## src/rtl/ef_pkg.sv

```systemverilog
package ef_pkg;
    typedef enum logic [0:0] {
        ST_QUIET   = 1'b0,
        ST_PUBLISH = 1'b1
    } ef_state_e;
endpackage

```

## src/rtl/ef_err_calc.sv

```systemverilog
// Combinational update path: error with remainder feedback, floor quotient,
// and the new non-negative remainder.
module ef_err_calc #(
    parameter int DW = 16,
    parameter int K  = 4
) (
    input  logic signed [DW-1:0] sample,
    input  logic signed [DW-1:0] held,
    input  logic        [K-1:0]  rem,
    output logic signed [DW-1:0] held_next,
    output logic        [K-1:0]  rem_next
);
    localparam int EW = DW + 2;

    logic signed [EW-1:0] err;
    logic signed [DW-1:0] quot;

    always_comb begin
        err = EW'(sample) - EW'(held) + $signed({{(EW-K){1'b0}}, rem});
        // arithmetic shift gives floor division; magnitude fits DW bits
        quot      = DW'(err >>> K);
        rem_next  = err[K-1:0];
        held_next = held + quot;
    end
endmodule

```

## src/rtl/ef_hold_regs.sv

```systemverilog
// Output and remainder registers, loaded only on an accepted sample.
module ef_hold_regs #(
    parameter int DW = 16,
    parameter int K  = 4
) (
    input  logic                 clk,
    input  logic                 rst,
    input  logic                 load,
    input  logic signed [DW-1:0] held_next,
    input  logic        [K-1:0]  rem_next,
    output logic signed [DW-1:0] held_q,
    output logic        [K-1:0]  rem_q
);
    always_ff @(posedge clk) begin
        if (rst) begin
            held_q <= '0;
            rem_q  <= '0;
        end else if (load) begin
            held_q <= held_next;
            rem_q  <= rem_next;
        end
    end
endmodule

```

## src/rtl/ef_seq_ctrl.sv

```systemverilog
// Two-state sequencer: ST_QUIET (no update last edge), ST_PUBLISH (update done).
module ef_seq_ctrl
    import ef_pkg::*;
(
    input  logic clk,
    input  logic rst,
    input  logic smp_vld,
    output logic load,
    output logic avg_vld
);
    ef_state_e state_q, state_d;

    always_ff @(posedge clk) begin
        if (rst) state_q <= ST_QUIET;
        else     state_q <= state_d;
    end

    always_comb begin
        unique case (state_q)
            ST_QUIET:   state_d = smp_vld ? ST_PUBLISH : ST_QUIET;
            ST_PUBLISH: state_d = smp_vld ? ST_PUBLISH : ST_QUIET;
            default:    state_d = ST_QUIET;
        endcase
    end

    always_comb begin
        load    = smp_vld;
        avg_vld = (state_q == ST_PUBLISH);
    end
endmodule

```

## src/rtl/ef_smoother.sv

```systemverilog
module ef_smoother #(
    parameter int DW = 16,
    parameter int K  = 4
) (
    input  logic          clk,
    input  logic          rst,
    input  logic          smp_vld,
    input  logic [DW-1:0] smp_data,
    output logic          avg_vld,
    output logic [DW-1:0] avg_data
);
    logic                 load;
    logic signed [DW-1:0] held_q;
    logic signed [DW-1:0] held_next;
    logic        [K-1:0]  rem_q;
    logic        [K-1:0]  rem_next;

    ef_seq_ctrl u_ctrl (
        .clk     (clk),
        .rst     (rst),
        .smp_vld (smp_vld),
        .load    (load),
        .avg_vld (avg_vld)
    );

    ef_err_calc #(.DW(DW), .K(K)) u_calc (
        .sample    ($signed(smp_data)),
        .held      (held_q),
        .rem       (rem_q),
        .held_next (held_next),
        .rem_next  (rem_next)
    );

    ef_hold_regs #(.DW(DW), .K(K)) u_regs (
        .clk       (clk),
        .rst       (rst),
        .load      (load),
        .held_next (held_next),
        .rem_next  (rem_next),
        .held_q    (held_q),
        .rem_q     (rem_q)
    );

    assign avg_data = held_q;
endmodule

```

## config.mk

```make
export PLATFORM = sky130hd
export DESIGN_NAME = ef_smoother
export DESIGN_NICKNAME = d
export VERILOG_FILES = /design/src/rtl/ef_pkg.sv /design/src/rtl/ef_err_calc.sv /design/src/rtl/ef_hold_regs.sv /design/src/rtl/ef_seq_ctrl.sv /design/src/rtl/ef_smoother.sv
export SDC_FILE = /design/constraint.sdc
export NUM_CORES = 1
export LEC_CHECK = 0
export ABC_CLOCK_PERIOD_IN_PS = 12400
export BUFFER_PORTS_ARGS = -buffer_cell sky130_fd_sc_hd__clkbuf_2
export CORE_ASPECT_RATIO = 1.1
export CORE_MARGIN = 2
export CORE_UTILIZATION = 40
export DETAILED_ROUTE_END_ITERATION = 12
export PLACE_DENSITY = 0.64
export SLEW_MARGIN = 0
export SYNTH_ARGS = -nofsm -noshare
export SYNTH_HDL_FRONTEND = slang
export SYNTH_SLANG_ARGS = --single-unit
```

## constraint.sdc

```tcl
create_clock -name clk -period 12.4 [get_ports clk]
set_input_delay 2.48 -clock clk [delete_from_list [all_inputs] [get_ports clk]]
set_output_delay 2.48 -clock clk [all_outputs]
set_load 0.05 [all_outputs]
```

# Word level (Yosys, flattened, before mapping)

Cells that the tools add are included.

Bits in registers: 21
Bits in latches: 0
RAM bits: 0
ROM bits: 0
Bits of input ports: 19
Output and inout port bits: 17
Memories kept: 0

$add $sub $neg: 3
$mul: 0
Divide/modulo/power cells: 0
$lt $le $gt $ge: 0
Eq/ne operators: 0
Shift-type cells: 0
Multiplexer cells: 1
Bitwise gates (word level): 0
Reductions and logical operators: 0

Operators by type and width:

| cell                         | number |
|---|---|
| adder 17 x 5 -> 18 bit       | 1 |
| subtractor 16 x 16 -> 17 bit | 1 |
| adder 16 x 14 -> 16 bit      | 1 |
| two-way mux 1 bit            | 1 |

# Longest topological paths before layout

Word-level depth: 3
Mapped depth: 21

# Hierarchy

Synthesis repeated with hierarchy kept, for this count alone.

Cells, all modules: 340
Area, all modules: 2708.8 um^2

By module, submodules not included:

| module       | times used | cells each | area each (um^2) |
|---|---|---|---|
| ef_err_calc  | 1          | 273        | 1961.9 |
| ef_hold_regs | 1          | 64         | 705.7 |
| ef_seq_ctrl  | 1          | 3          | 41.3 |

# Worst setup path before layout

Ideal clock, no wire load.

Kind: input to register
From: in smp_data[1]
To: reg u_regs.held_q[15]
Setup time: 121 ps
Arrival: 6338 ps
Path slack: 5940 ps
Cell stages on the path: 19
Buffers on the path: 0
Cells stage by stage: inv_1 > fa_1 > inv_1 > ha_1 > a211o_1 > a21oi_2 > a211oi_2 > o21ai_0 > a21boi_0 > mux2i_1 > nand2_1 > ha_1 > a21o_1 > a21o_1 > a21o_1 > a21o_1 > a31oi_1 > mux2_2 > mux2_4

Cells in the longest elaborated chain, start to end: 3

Ends and longest elaborated chain:

| element                      | RTL line           | source |
|---|---|---|
| from (decl)                  | ef_smoother.sv:8   | `input logic [DW-1:0] smp_data,` |
| subtractor 16 x 16 -> 17 bit | ef_err_calc.sv:19  | `err = EW'(sample) - EW'(held) + $signed({{(EW-K){1'b0}}, rem});` |
| adder 17 x 5 -> 18 bit       | ef_err_calc.sv:19  |  |
| adder 16 x 14 -> 16 bit      | ef_err_calc.sv:23  | `held_next = held + quot;` |
| to (signal assigned)         | ef_hold_regs.sv:19 | `held_q <= held_next;` |
| to (decl)                    | ef_hold_regs.sv:11 | `output logic signed [DW-1:0] held_q,` |

Every way passes these cells.
A chain may end at the register's enable or synchronous reset.

# Worst setup path in the final report

Same ends and word-level chain as after synthesis.

==> results_tabular.tex <==
\begin{tabular}{lr}
\hline
Metric & Value \\
\hline
\multicolumn{2}{l}{\textbf{Global routing}} \\
Via count of the first global-routing pass & 2099 \\
All-layer global routing usage & 0.173 \\
Largest net degree at the start of global routing & 22 \\
Global-route congestion overflow total & 0 \\
Initial antenna violation count & 0 \\
First-pass GRT wire length & 9.85 mm \\
\multicolumn{2}{l}{\textbf{Yosys}} \\
Share of Yosys cell area claimed by the top area cell type & 0.225 \\
Share of the synthesized area in compound gates (AO/OA/AOI/OAI) & 0.246 \\
Post-synth cell types & 51 \\
Net count of the mapped netlist & 387 \\
Post-Synth XOR/XNOR Area & 0.0583 \\
Seq cells post-synth & 21 \\
Number of enable-type register cells in the synthesized netlist & 0 \\
Register area share after synthesis & 0.165 \\
Main flop type after synthesis & dfxtp\_1 \\
Main combinational cell family by area after synthesis & adder cells \\
Fraction of synthesis flops using an asynchronous set or reset pin & 0 \\
Dominant cells by area after synthesis & ha\_1 23\%, dfxtp\_1 16\%, nor2\_1 6.5\% \\
Leading area contributor after synthesis & ha\_1 \\
Total standard cell area after synthesis & 2550 sq um \\
Synth Instances & 317 \\
Multiplexer share of the synthesized area & 0.0539 \\
Post-synthesis share of cell area spent on and, or, nand and nor gates & 0.146 \\
Fraction of the mapped netlist area in adder cells & 0.265 \\
Syn. warnings & 0 \\
Syn\_area\_per\_cell & 8.05 sq um \\
\multicolumn{2}{l}{\textbf{Detailed routing}} \\
Detailed Route WL & 5.89 mm \\
Residual DRC count & 0 \\
Total number of vias & 2319 \\
Average routed wire per standard cell & 13.7 um \\
Vias per Instance & 5.39 \\
DRC marker count from the first detailed-route iteration & 92 \\
Number of routed nets with antenna violations & 0 \\
First-pass iteration count of the detailed router & 4 \\
\multicolumn{2}{l}{\textbf{Place}} \\
IO Port Bufs & 35 \\
Final weighted congestion in routability-driven placement & 0.841 \\
Post-placement cell count & 426 \\
HPWL after DPL & 4.72 mm \\
Post-placement cell area & 2810 sq um \\
\multicolumn{2}{l}{\textbf{Finish}} \\
Final standard cell utilization of the core & 0.464 \\
Filler-free cell count of the finished design & 430 \\
Final design instance area without fill & 2850 sq um \\
Antenna fix cells & 0 \\
Final net count & 421 \\
Share of final-layout standard cells stronger than drive strength 1 & 0.134 \\
Synth-to-layout area growth & 11.8\% \\
\multicolumn{2}{l}{\textbf{STA}} \\
Worst Tran Pin Value & 0.566 ns \\
Setup-failing EPs final & 0 \\
Min Clock Period, post-route & 6.89 ns \\
Total Negative Setup Slacks & 0 ns \\
Final Cycle Share & 0.556 \\
Slew headroom & 0.623 \\
Final Hold Viols & 0 \\
RSZ-0062 raised after global routing & false \\
Clock Skews & 0.00264 ns \\
Max Slew Vio Count & 0 \\
Highest clock frequency the design can meet & 145 MHz \\
\multicolumn{2}{l}{\textbf{Floorplanning}} \\
Die boundary width & 80.2 um \\
Core region area & 6160 sq um \\
Die Y-Extent & 87.8 um \\
Site row count & 30 \\
Full die area & 7040 sq um \\
Initial Util & 0.415 \\
Ports & 36 \\
\multicolumn{2}{l}{\textbf{Outcome}} \\
Outcome & complete, no violations \\
\multicolumn{2}{l}{\textbf{CTS}} \\
Insertion delay of the later-clocked pin in the worst-skew pair & 0.27 ns \\
Number of cells upsized or downsized after cts & 0 \\
Clock Root Buffer & clkbuf\_8 \\
Number of post-CTS setup repair buffers & 0 \\
Num CTS Buffers & 3 \\
CTS sink cnt & 21 \\
Maximum clock path buffer count & 2 \\
Clock transition time at the flip-flop clock pins of the worst setup and hold paths & 0.09 ns \\
H-tree depth reported by CTS & 1 \\
Hold buffers post-CTS & 0 \\
CTS tree & yes \\
\multicolumn{2}{l}{\textbf{Critical path}} \\
Crit end category & register \\
Arr. time, crit path & 7.05 ns \\
Worst path cell trace & clkbuf\_2, inv\_1, fa\_1, fa\_1, nor2b\_1, o21ai\_1, a21oi\_1, o211ai\_1, nand2\_1, a21oi\_1, o311ai\_0, ha\_1, a21oi\_1, a21oi\_1, nand2\_1, a21boi\_0, a31oi\_1, mux2\_2, mux2\_4 \\
Critical path required time & 12.57 ns \\
Most frequent cell on the critical path & a21oi\_1 \\
Kind of start point of the critical path & input port \\
Delay of the slowest critical-path stage & 0.52 ns \\
Worst-path fanout max & 3 \\
Critical setup path kind & in -> reg \\
Cell at the slowest stage of the critical path & fa\_1 \\
\multicolumn{2}{l}{\textbf{Worst hold path}} \\
Hold/Removal Path Class & reg -> reg \\
\multicolumn{2}{l}{\textbf{Flow run}} \\
Max capacitance violation total & 0 \\
\hline
\end{tabular}
-- layout make-up --
cell class	count	area [sq um]
Sequential cell	21	420
Timing Repair Buffer	35	175
Fill cell	651	3300
Clock buffer	3	41.3
Multi-Input combinational cell	251	1960
Clock inverter	1	7.51
Tap cell	80	100
Inverter	39	146
-- worst paths after layout --
| path | startpoint | end | slack (ns) | cells past startpoint |
|---|---|---|---|---|
| max | smp_data[1] | u_regs.held_q[15]$_SDFFE_PP0P_ | 5.51 | 19 |
| min | u_regs.rem_q[1]$_SDFFE_PP0P_ | u_regs.rem_q[1]$_SDFFE_PP0P_ | 0.48 | 2 |
| max reg2reg | u_regs.held_q[1]$_SDFFE_PP0P_ | u_regs.held_q[15]$_SDFFE_PP0P_ | 7.38 | 17 |
| min reg2reg | u_regs.rem_q[1]$_SDFFE_PP0P_ | u_regs.rem_q[1]$_SDFFE_PP0P_ | 0.48 | 2 |
-- layout by cell type (no fill, tap or decap), types with 4 or more instances in the layout --
cell	instances
mux2i_1	10
a211o_1	4
a21o_1	8
clkbuf_2	35
nor3_1	5
nand3_1	5
a21oi_1	22
inv_1	38
nand2_1	8
and3_1	4
dfxtp_1	21
a211oi_1	10
xor2_1	4
ha_1	46
xnor2_1	13
nor2_1	44
o21a_1	5
fa_1	5
o21ai_0	7
-- logic make-up (layout without fill, tap and decap cells) --
family,count (synthesis),count (layout)
and+or+nand+nor,81,81
muxes,13,13
AOI/OAI and AO/OA,89,89
xor gates and xnor gates,17,17
buffers and inverters,45,78
DFF,21,21
adders and majority gates,51,51
-- cells in the mapped netlist (all sizes together), types with 2 or more instances --
cell type  number
a21boi          2
a2111oi         2
mux2            3
nor3            5
o21bai          3
o21ai           9
and3            4
dfxtp          21
a22o            3
inv            38
ha             46
a21oi          23
a211o           4
nor2           44
nand4           2
o31ai           3
a21o            8
mux2i          10
o21a            5
and2            3
xnor2          13
clkbuf          5
nor2b           3
nand2b          2
a211oi         11
a31oi           3
nand3           5
fa              5
xor2            4
o211ai          4
nand2           8
a41oi           2
-- worst max-delay path, delay by kind of cell --
kind,cells,cell delay [ns]
simple gates,3,0.44
mux,2,0.66
fa+ha+maj,3,1.30
compound gates,9,2.06
buf+inv,2,0.12
-- state kept, by name, indices dropped and copies added (netlist names) --
| name | count |
|---|---|
| u_ctrl.avg_vld | 1 |
| u_regs.held_q | 16 |
| u_regs.rem_q | 4 |
-- routing by layer --
| layer | share of wire | up-vias | track usage |
|---|---|---|---|
| li1 | - | 1211 | - |
| met1 | 0.50 | 1067 | 0.236 |
| met2 | 0.47 | 37 | 0.302 |
| met3 | 0.025 | 4 | 0.0186 |
| met4 | 0.0044 | 0 | 0.0231 |
| met5 | 0 | - | 0 |
-- metrics by stage --
stage	hold WS [ns]	setup slack, ns
2_1_floorplan	0.456	5.94
3_3_place_gp	0.467	5.39
3_5_place_dp	0.476	5.30
4_1_cts	0.491	5.56
5_1_grt	0.553	5.30
6_report	0.481	5.51
Power is not shown: default switching activity piles up to over one toggle a cycle in this logic, so the estimate is an artifact.
